$ cat src/rtl/lsu_axil_pkg.sv
package lsu_axil_pkg;

  localparam int SZ_W = 2;

  typedef enum logic [SZ_W-1:0] {
    SZ_BYTE = 2'd0,
    SZ_HALF = 2'd1,
    SZ_WORD = 2'd2,
    SZ_RSVD = 2'd3
  } acc_size_e;

  typedef enum logic [1:0] {
    ST_IDLE  = 2'd0,
    ST_WRITE = 2'd1,
    ST_READ  = 2'd2
  } port_state_e;

  // low-address mask covering the bytes of one access of the given size
  function automatic int unsigned size_lo_mask(input logic [SZ_W-1:0] sz);
    return (32'd1 << sz) - 32'd1;
  endfunction

endpackage

$ cat src/rtl/lsu_store_lanes.sv
module lsu_store_lanes
  import lsu_axil_pkg::*;
#(
  parameter int DATA_W = 32
) (
  input  logic [SZ_W-1:0]                    size,
  input  logic [$clog2(DATA_W/8)-1:0]        addr_lo,
  input  logic [DATA_W-1:0]                  data_in,
  output logic [DATA_W-1:0]                  lane_data,
  output logic [DATA_W/8-1:0]                lane_strb
);

  localparam int LANES  = DATA_W / 8;
  localparam int LIDX_W = $clog2(LANES);

  logic [LIDX_W-1:0] sz_mask;

  always_comb begin
    sz_mask = LIDX_W'(size_lo_mask(size));
  end

  for (genvar g = 0; g < LANES; g++) begin : g_lane
    localparam logic [LIDX_W-1:0] LANE_IDX = LIDX_W'(g);
    logic [LIDX_W-1:0] src_idx;

    always_comb begin
      src_idx               = LANE_IDX & sz_mask;
      lane_data[g*8 +: 8]   = data_in[src_idx*8 +: 8];
      lane_strb[g]          = (((LANE_IDX ^ addr_lo) & ~sz_mask) == '0);
    end
  end

endmodule

$ cat src/rtl/lsu_load_extract.sv
module lsu_load_extract
  import lsu_axil_pkg::*;
#(
  parameter int DATA_W = 32
) (
  input  logic [SZ_W-1:0]              size,
  input  logic [$clog2(DATA_W/8)-1:0]  addr_lo,
  input  logic                         zero_ext,
  input  logic [DATA_W-1:0]            bus_data,
  output logic [DATA_W-1:0]            ext_data
);

  localparam int LIDX_W = $clog2(DATA_W/8);

  logic [DATA_W-1:0] shifted;
  logic              fill;

  always_comb begin
    shifted  = bus_data >> {addr_lo, 3'b000};
    fill     = 1'b0;
    ext_data = shifted;
    unique case (size)
      SZ_BYTE: begin
        fill     = ~zero_ext & shifted[7];
        ext_data = {{(DATA_W-8){fill}}, shifted[7:0]};
      end
      SZ_HALF: begin
        fill     = ~zero_ext & shifted[15];
        ext_data = {{(DATA_W-16){fill}}, shifted[15:0]};
      end
      default: ext_data = shifted;
    endcase
  end

  logic unused_w;
  assign unused_w = (LIDX_W == 0);

endmodule

$ cat src/rtl/lsu_axil_ctrl.sv
module lsu_axil_ctrl
  import lsu_axil_pkg::*;
(
  input  logic clk,
  input  logic rst_n,
  input  logic req_valid,
  input  logic req_store,
  input  logic req_misal,
  input  logic awready,
  input  logic wready,
  input  logic bvalid,
  input  logic bresp_err,
  input  logic arready,
  input  logic rvalid,
  input  logic rresp_err,
  output logic accept,
  output logic rd_capture,
  output logic awvalid,
  output logic wvalid,
  output logic arvalid,
  output logic done,
  output logic fault,
  output logic misalign,
  output logic busy
);

  port_state_e state_q, state_d;
  logic aw_q, aw_d, w_q, w_d, ar_q, ar_d;
  logic done_q, done_d, fault_q, fault_d, misal_q, misal_d;

  always_comb begin
    state_d    = state_q;
    aw_d       = aw_q;
    w_d        = w_q;
    ar_d       = ar_q;
    done_d     = 1'b0;
    fault_d    = 1'b0;
    misal_d    = 1'b0;
    accept     = 1'b0;
    rd_capture = 1'b0;
    unique case (state_q)
      ST_IDLE: begin
        if (req_valid) begin
          if (req_misal) begin
            done_d  = 1'b1;
            misal_d = 1'b1;
          end else begin
            accept = 1'b1;
            if (req_store) begin
              state_d = ST_WRITE;
              aw_d    = 1'b1;
              w_d     = 1'b1;
            end else begin
              state_d = ST_READ;
              ar_d    = 1'b1;
            end
          end
        end
      end
      ST_WRITE: begin
        aw_d = aw_q & ~awready;
        w_d  = w_q & ~wready;
        if (bvalid) begin
          done_d  = 1'b1;
          fault_d = bresp_err;
          state_d = ST_IDLE;
          aw_d    = 1'b0;
          w_d     = 1'b0;
        end
      end
      ST_READ: begin
        ar_d = ar_q & ~arready;
        if (rvalid) begin
          rd_capture = 1'b1;
          done_d     = 1'b1;
          fault_d    = rresp_err;
          state_d    = ST_IDLE;
          ar_d       = 1'b0;
        end
      end
      default: begin
        state_d = ST_IDLE;
        aw_d    = 1'b0;
        w_d     = 1'b0;
        ar_d    = 1'b0;
      end
    endcase
  end

  always_ff @(posedge clk or negedge rst_n) begin
    if (!rst_n) begin
      state_q <= ST_IDLE;
      aw_q    <= 1'b0;
      w_q     <= 1'b0;
      ar_q    <= 1'b0;
      done_q  <= 1'b0;
      fault_q <= 1'b0;
      misal_q <= 1'b0;
    end else begin
      state_q <= state_d;
      aw_q    <= aw_d;
      w_q     <= w_d;
      ar_q    <= ar_d;
      done_q  <= done_d;
      fault_q <= fault_d;
      misal_q <= misal_d;
    end
  end

  assign awvalid  = aw_q;
  assign wvalid   = w_q;
  assign arvalid  = ar_q;
  assign done     = done_q;
  assign fault    = fault_q;
  assign misalign = misal_q;
  assign busy     = (state_q != ST_IDLE);

endmodule

$ cat src/rtl/lsu_axil_port.sv
module lsu_axil_port
  import lsu_axil_pkg::*;
#(
  parameter int ADDR_W = 32,
  parameter int DATA_W = 32,
  parameter int RESP_W = 2,
  parameter int PROT_W = 3
) (
  input  logic                 clk,
  input  logic                 rst_n,
  input  logic                 req_valid,
  input  logic                 req_store,
  input  logic                 req_unsigned,
  input  logic [1:0]           req_size,
  input  logic [ADDR_W-1:0]    req_addr,
  input  logic [DATA_W-1:0]    req_wdata,
  output logic                 busy,
  output logic                 done,
  output logic                 fault,
  output logic                 misalign,
  output logic [DATA_W-1:0]    rsp_rdata,
  output logic [ADDR_W-1:0]    awaddr,
  output logic [PROT_W-1:0]    awprot,
  output logic                 awvalid,
  input  logic                 awready,
  output logic [DATA_W-1:0]    wdata,
  output logic [DATA_W/8-1:0]  wstrb,
  output logic                 wvalid,
  input  logic                 wready,
  input  logic [RESP_W-1:0]    bresp,
  input  logic                 bvalid,
  output logic                 bready,
  output logic [ADDR_W-1:0]    araddr,
  output logic [PROT_W-1:0]    arprot,
  output logic                 arvalid,
  input  logic                 arready,
  input  logic [DATA_W-1:0]    rdata,
  input  logic [RESP_W-1:0]    rresp,
  input  logic                 rvalid,
  output logic                 rready
);

  localparam int              LANES  = DATA_W / 8;
  localparam int              LIDX_W = $clog2(LANES);
  localparam logic [SZ_W-1:0] MAX_SZ = SZ_W'(LIDX_W);

  logic                 req_misal;
  logic [LIDX_W-1:0]    req_mask;
  logic                 accept, rd_capture;
  logic [ADDR_W-1:0]    addr_q;
  logic [SZ_W-1:0]      size_q;
  logic                 zext_q;
  logic [DATA_W-1:0]    sdata_q;
  logic [DATA_W-1:0]    load_ext;
  logic [DATA_W-1:0]    rsp_q, rsp_d;

  always_comb begin
    req_mask  = LIDX_W'(size_lo_mask(req_size));
    req_misal = (req_size > MAX_SZ) ||
                ((req_addr[LIDX_W-1:0] & req_mask) != '0);
  end

  lsu_axil_ctrl u_ctrl (
    .clk        (clk),
    .rst_n      (rst_n),
    .req_valid  (req_valid),
    .req_store  (req_store),
    .req_misal  (req_misal),
    .awready    (awready),
    .wready     (wready),
    .bvalid     (bvalid),
    .bresp_err  (|bresp),
    .arready    (arready),
    .rvalid     (rvalid),
    .rresp_err  (|rresp),
    .accept     (accept),
    .rd_capture (rd_capture),
    .awvalid    (awvalid),
    .wvalid     (wvalid),
    .arvalid    (arvalid),
    .done       (done),
    .fault      (fault),
    .misalign   (misalign),
    .busy       (busy)
  );

  // request capture, enabled by acceptance
  always_ff @(posedge clk or negedge rst_n) begin
    if (!rst_n) begin
      addr_q  <= '0;
      size_q  <= '0;
      zext_q  <= 1'b0;
      sdata_q <= '0;
    end else if (accept) begin
      addr_q  <= req_addr;
      size_q  <= req_size;
      zext_q  <= req_unsigned;
      sdata_q <= req_wdata;
    end
  end

  lsu_store_lanes #(.DATA_W(DATA_W)) u_store (
    .size      (size_q),
    .addr_lo   (addr_q[LIDX_W-1:0]),
    .data_in   (sdata_q),
    .lane_data (wdata),
    .lane_strb (wstrb)
  );

  lsu_load_extract #(.DATA_W(DATA_W)) u_load (
    .size     (size_q),
    .addr_lo  (addr_q[LIDX_W-1:0]),
    .zero_ext (zext_q),
    .bus_data (rdata),
    .ext_data (load_ext)
  );

  always_comb begin
    rsp_d = (|rresp) ? '0 : load_ext;
  end

  always_ff @(posedge clk or negedge rst_n) begin
    if (!rst_n) begin
      rsp_q <= '0;
    end else if (rd_capture) begin
      rsp_q <= rsp_d;
    end
  end

  assign rsp_rdata = rsp_q;
  assign awaddr    = addr_q;
  assign araddr    = addr_q;
  assign awprot    = '0;
  assign arprot    = '0;
  assign bready    = 1'b1;
  assign rready    = 1'b1;

endmodule

$ cat config.mk
export PLATFORM = sky130hd
export DESIGN_NAME = lsu_axil_port
export DESIGN_NICKNAME = d
export VERILOG_FILES = /design/src/rtl/lsu_axil_pkg.sv /design/src/rtl/lsu_store_lanes.sv /design/src/rtl/lsu_load_extract.sv /design/src/rtl/lsu_axil_ctrl.sv /design/src/rtl/lsu_axil_port.sv
export SDC_FILE = /design/constraint.sdc
export NUM_CORES = 1
export LEC_CHECK = 0
export ABC_AREA = 0
export ABC_CLOCK_PERIOD_IN_PS = 2700
export CORE_ASPECT_RATIO = 0.8
export CORE_UTILIZATION = 55
export CTS_BUF_LIST = sky130_fd_sc_hd__clkbuf_16
export DETAILED_ROUTE_END_ITERATION = 7
export DONT_BUFFER_PORTS = 1
export HOLD_SLACK_MARGIN = 0.02
export PLACE_DENSITY = 0.81
export REMOVE_ABC_BUFFERS = 1
export SETUP_SLACK_MARGIN = 0.1
export SLEW_MARGIN = 0
export SYNTH_ARGS = -nofsm -noshare
export SYNTH_HDL_FRONTEND = slang
export SYNTH_SLANG_ARGS = --single-unit
$ cat constraint.sdc
create_clock -name clk -period 2.7 [get_ports clk]
set_input_delay 0.54 -clock clk [delete_from_list [all_inputs] [get_ports clk]]
set_output_delay 0.54 -clock clk [all_outputs]
set_load 0.05 [all_outputs]
== Yosys cells after proc, flatten, opt, wreduce, memory -nomap -nowiden ==
Cells that the tools add are included.
Storage, ports and cells
  flip-flop bits (word level): 107
  input bits: 112
  logic and storage cells: 97
Operators by class
  add/sub/neg operators: 2
  order comparisons: 1
  shift operators: 6
  bitwise operators: 20
  mux-type cells: 33
  reduce and logical (&&, ||, !) cells: 14
  eq/ne operators: 9
Operator list (number)
  one-hot mux 32 bit (2 select lines): 1
  indexed part select 32 x 6 -> 8 bit: 2
  two-way mux 32 bit: 1
  indexed part select 32 x 5 -> 8 bit: 1
  right shift 32 x 5 -> 32 bit: 1
  two-way mux 1 bit: 20
  logical NOT 2 bit: 6
  inequality test 2 bit, second input constant: 6
  one-hot mux 1 bit (3 select lines): 4
  AND reduction 4 bit: 3
  bitwise AND 2 bit: 5
  two-way mux 2 bit: 5
  inverter 1 bit: 8
  one-hot mux 2 bit (3 select lines): 1
  bitwise AND 1 bit: 5
  equality test 2 x 1 -> 1 bit, second input constant: 2
  inverter 2 bit: 2
  nonzero test 2 bit: 2
  OR reduction 2 bit: 2
  left shift 1 x 2 -> 2 bit, first input constant: 2
  subtractor 2 x 1 -> 2 bit, second input constant: 2
  equality test 2 bit, second input constant: 1
  greater-than comparator 2 bit, second input constant: 1
  one-hot mux 1 bit (2 select lines): 1
  logical OR 1 bit: 1

== Logic depth before layout (Yosys ltp) ==
  depth in word-level cells: 8
  gate-level depth with buffers: 8
  gate-level depth less buffers: 7

== By module ==
A second synthesis with hierarchy kept.
Second synthesis, totals
  cells, all modules: 541
  area total of the unflattened synthesis: 6067.1 sq um
By module, submodules not included
  lsu_axil_port: instances 1, cells each 327, area each 4249.1 sq um, sequential area each 2477.4 sq um
  lsu_load_extract: instances 1, cells each 103, area each 768.2 sq um, sequential area each 0.0 sq um
  lsu_axil_ctrl: instances 1, cells each 51, area each 525.5 sq um, sequential area each 200.2 sq um
  lsu_store_lanes: instances 1, cells each 60, area each 524.3 sq um, sequential area each 0.0 sq um

== Worst setup path before layout ==
No wires, ideal clock.
  kind: register to output
  start point: register size_q[0]
  end point: output wstrb[2]
  path buffers: 2
  required time: 2.160 ns
  arrival: 2.497 ns
  cell stages (with the launch flop): 8
  setup slack: -0.337 ns
  cell sequence: dfrtp_1 nor2_2 inv_2 ha_1 clkbuf_1 clkbuf_1 nor2b_1 a21oi_1
Between the ends
  word-level cells in the longest chain between the ends: 5
Ends and longest elaborated chain
  start, declared: RTL line lsu_axil_port.sv:51  | logic [SZ_W-1:0] size_q;
  start signal, assigned: RTL line lsu_axil_port.sv:96  | size_q <= req_size;
  left shift 1 x 2 -> 2 bit: RTL line lsu_axil_pkg.sv:20  | return (32'd1 << sz) - 32'd1;
  subtractor 2 x 1 -> 2 bit: RTL line lsu_axil_pkg.sv:20
  inverter 2 bit: RTL line lsu_store_lanes.sv:29  | lane_strb[g] = (((LANE_IDX ^ addr_lo) & ~sz_mask) == '0);
  bitwise AND 2 bit: RTL line lsu_store_lanes.sv:29
  logical NOT 2 bit: RTL line lsu_store_lanes.sv:29
  end, declared: RTL line lsu_axil_port.sv:27  | output logic [DATA_W/8-1:0] wstrb,
Every way passes these cells.

== Worst setup path after layout ==
  start point: register size_q[1]
  end point: output wdata[21]
Between the ends
  word-level cells in the longest chain between the ends: 3
Ends and longest elaborated chain
  left shift 1 x 2 -> 2 bit: RTL line lsu_axil_pkg.sv:20
  subtractor 2 x 1 -> 2 bit: RTL line lsu_axil_pkg.sv:20
  indexed part select 32 x 6 -> 8 bit: RTL line lsu_store_lanes.sv:28  | lane_data[g*8 +: 8] = data_in[src_idx*8 +: 8];
  end, declared: RTL line lsu_axil_port.sv:26  | output logic [DATA_W-1:0] wdata,
Every way passes these cells.

==> run metrics <==
Worst Skew=0.00625 ns; drt wl/cell=about 22 um; Req. time, crit path=2.16 ns; # rows=32; CTS Buf Count=9; Rel. slew slack=between 20% and 30%; CTS tree=built; vias per inst=6.13; max-cap viol count=0; Mapped Area=5440 um^2; slowest stage delay, CP=about 0.44 ns; area of the multi-input gates=around 2300 um^2; Worst Hold Class=input port to asynchronous set/reset pin; predominant post-synthesis flop cell=dfrtp_1; first-pass GRT wire length=19400 um; XOR/XNOR share of the synthesized area=0%; cell at the root of the clock tree=clkbuf_16; post-place setup slack=0.368 ns; Storage cell area=2680 um^2; Synth-to-Final Area Change=7.20%; failing checks=negative hold slack; outcome=complete, but fails checks; worst hold slack=-0.113 ns; Period Utilization, post-route=93.5%; Synth Area in Compound Gates=9.08%; DP Wirelength=around 8800 um; CTS max path bufs=2; Slew @ Worst Pin=between 1 and 1.5 ns; Post-synth EDFFs=0; clock sinks=107; diode count=0; Pre-antenna DRT Iters=4; core area=9610 um^2; Simple-Gate Fraction of Synth Area=7.52%; Total Nets Final=565; Post-Synth Adder-Cell Area=1.15%; combinational family with the most area after synthesis=multiplexers; async set-reset flop share out of synthesis=100%; Final ANT Viol Nets=0; critical path peak fanout=14; Die Span Y=91.0 um; Final Critical Period=2.53 ns; initial antenna violation count=0; total wire length=12400 um; Clk pin slew, worst setup/hold paths=0.07 ns; PnR worst setup slack=0.174 ns; worst-path cell chain=nand2b_1, ha_4, buf_12, mux2_1, buf_4; Crit-path slowest cell=dfrtp_2; slack of the worst reg-to-reg path=0.44 ns; port bufs=0; DR iter-0 viols=153; post-synthesis register bit count=107; grt ovf=0; layout cell share with drive strength beyond 1=18.1%; GP Congestion=0.838; largest net degree at the start of global routing=108; critical path arrival=about 2 ns; most frequent cells in the layout=dfrtp_1 (103), mux2_1 (81), buf_4 (42); Max H-tree Level=3; Worst Setup End Kind=primary output; # IOs=259; synth warn=0; FMAX=396 MHz; die width=113 um; Syn Area/Cell=~12 um^2; leading cell type in the layout, fill and taps excluded=dfrtp_1; RSZ-0062 raised after global routing=false; Slew Viols, Final=0; Final setup viols=0; Starting Density=a little under three fifths; fillcell total=743; via count=approximately 3.5k; Clock Latency Late Sink=0.34 ns; Fin. Hold Viols=roughly 110; Cell variety after synth=42; Synth Instances=458; sequential-to-total area share from yosys stat=49.2%; area of the die=around 10000 um^2; Critical Path Source Type=flop; GRT Overall Usage=between 20% and 30%; number of global-route vias before repair=3741; Crit Path Category=flop to primary output; mux contribution to synthesized area=23.5%; Residual DRC=0
-- critical path: cells and delay by family (launching register included) --
family / cells / cell delay, ns
fa+ha+maj: 1 / 0.31
simple gates: 1 / 0.21
buf+inv: 2 / 0.35
flops: 1 / 0.44
mux: 1 / 0.33
-- registers in the layout, indices dropped and copies added (netlist names) --
| register | flops |
|---|---|
| araddr | 32 |
| rsp_rdata | 32 |
| u_ctrl.arvalid | 1 |
| zext_q | 1 |
| u_ctrl.wvalid | 1 |
| u_ctrl.state_q | 2 |
| u_ctrl.misalign | 1 |
| u_ctrl.done | 1 |
| u_ctrl.awvalid | 1 |
| u_ctrl.fault | 1 |
| sdata_q | 32 |
| size_q | 2 |
-- per-stage QoR --
step | hold slack [ns] | TNS [ns] | cell area (um^2) | cells | util (%)
final | -0.113 | 0 | 5830 | 572 | 60.7
after global routing | -0.136 | 0 | 5830 | 572 | 60.7
after CTS | -0.126 | 0 | 5830 | 572 | 60.7
after detailed placement | 0.246 | 0 | 5500 | 554 | 57.2
after global placement | 0.247 | 0 | 5500 | 554 | 57.2
after floorplan | 0.244 | -134.26 | 4980 | 391 | -
-- kinds of logic (layout without fill, tap and decap cells) --
logic type,after synthesis,count (layout)
muxes,116,116
DFF,107,107
and+or+nand+nor,82,82
buffers and inverters,80,69
AOI/OAI and AO/OA,66,66
adders and majority gates,5,5
other,2,8
-- Yosys cell counts, drive strengths merged (4+ instances only) --
cell / number / area [um^2]
nand3: 9 / 45.0
buf: 65 / 457
clkbuf: 8 / 30.0
inv: 7 / 26.3
nand2: 35 / 131
ha: 5 / 62.6
and2: 7 / 43.8
a21oi: 4 / 20.0
o31ai: 4 / 30.0
nor2: 16 / 62.6
o21ai: 24 / 120
mux2i: 24 / 240
a221o: 16 / 160
dfrtp: 107 / 2680
mux2: 92 / 1040
a22o: 7 / 61.3
-- layout make-up --
| cell class | count | share of cell area, % |
|---|---|---|
| clock buffers | 9 | 3.86 |
| clock inverters | 7 | 0.880 |
| inverters | 7 | 0.451 |
| multi-input cells | 277 | 39.3 |
| flip-flops and latches | 107 | 46.0 |
| well taps | 119 | 2.55 |
| repair buffers | 46 | 6.99 |
-- metal layers --
layer | GRT usage, % | wire (um)
met1 | 27.9 | 4700
met2 | 44.0 | 6570
met3 | 7.28 | 863
met4 | 10.2 | 272
met5 | 0 | 0
-- repair_timing --
item / CTS / global route
gates resized for setup: 5 / 0
endpoints found under the hold margin: 107 / 107
endpoints found under the setup margin: 9 / 0
buffers inserted: 1 / 0
-- final timing paths --
check,startpoint,to,cells past startpoint
hold reg to reg,sdata_q[26],sdata_q[26],1
setup reg to reg,u_ctrl.state_q[1],araddr[2],5
setup / recovery,size_q[1],wdata[21],5
max in group asynchronous,rst_n,araddr[3],0
min in group clk,req_addr[11],araddr[11],1
hold / removal,rst_n,size_q[0],0
Power is not shown: default switching activity piles up to over one toggle a cycle in this logic, so the estimate is an artifact.
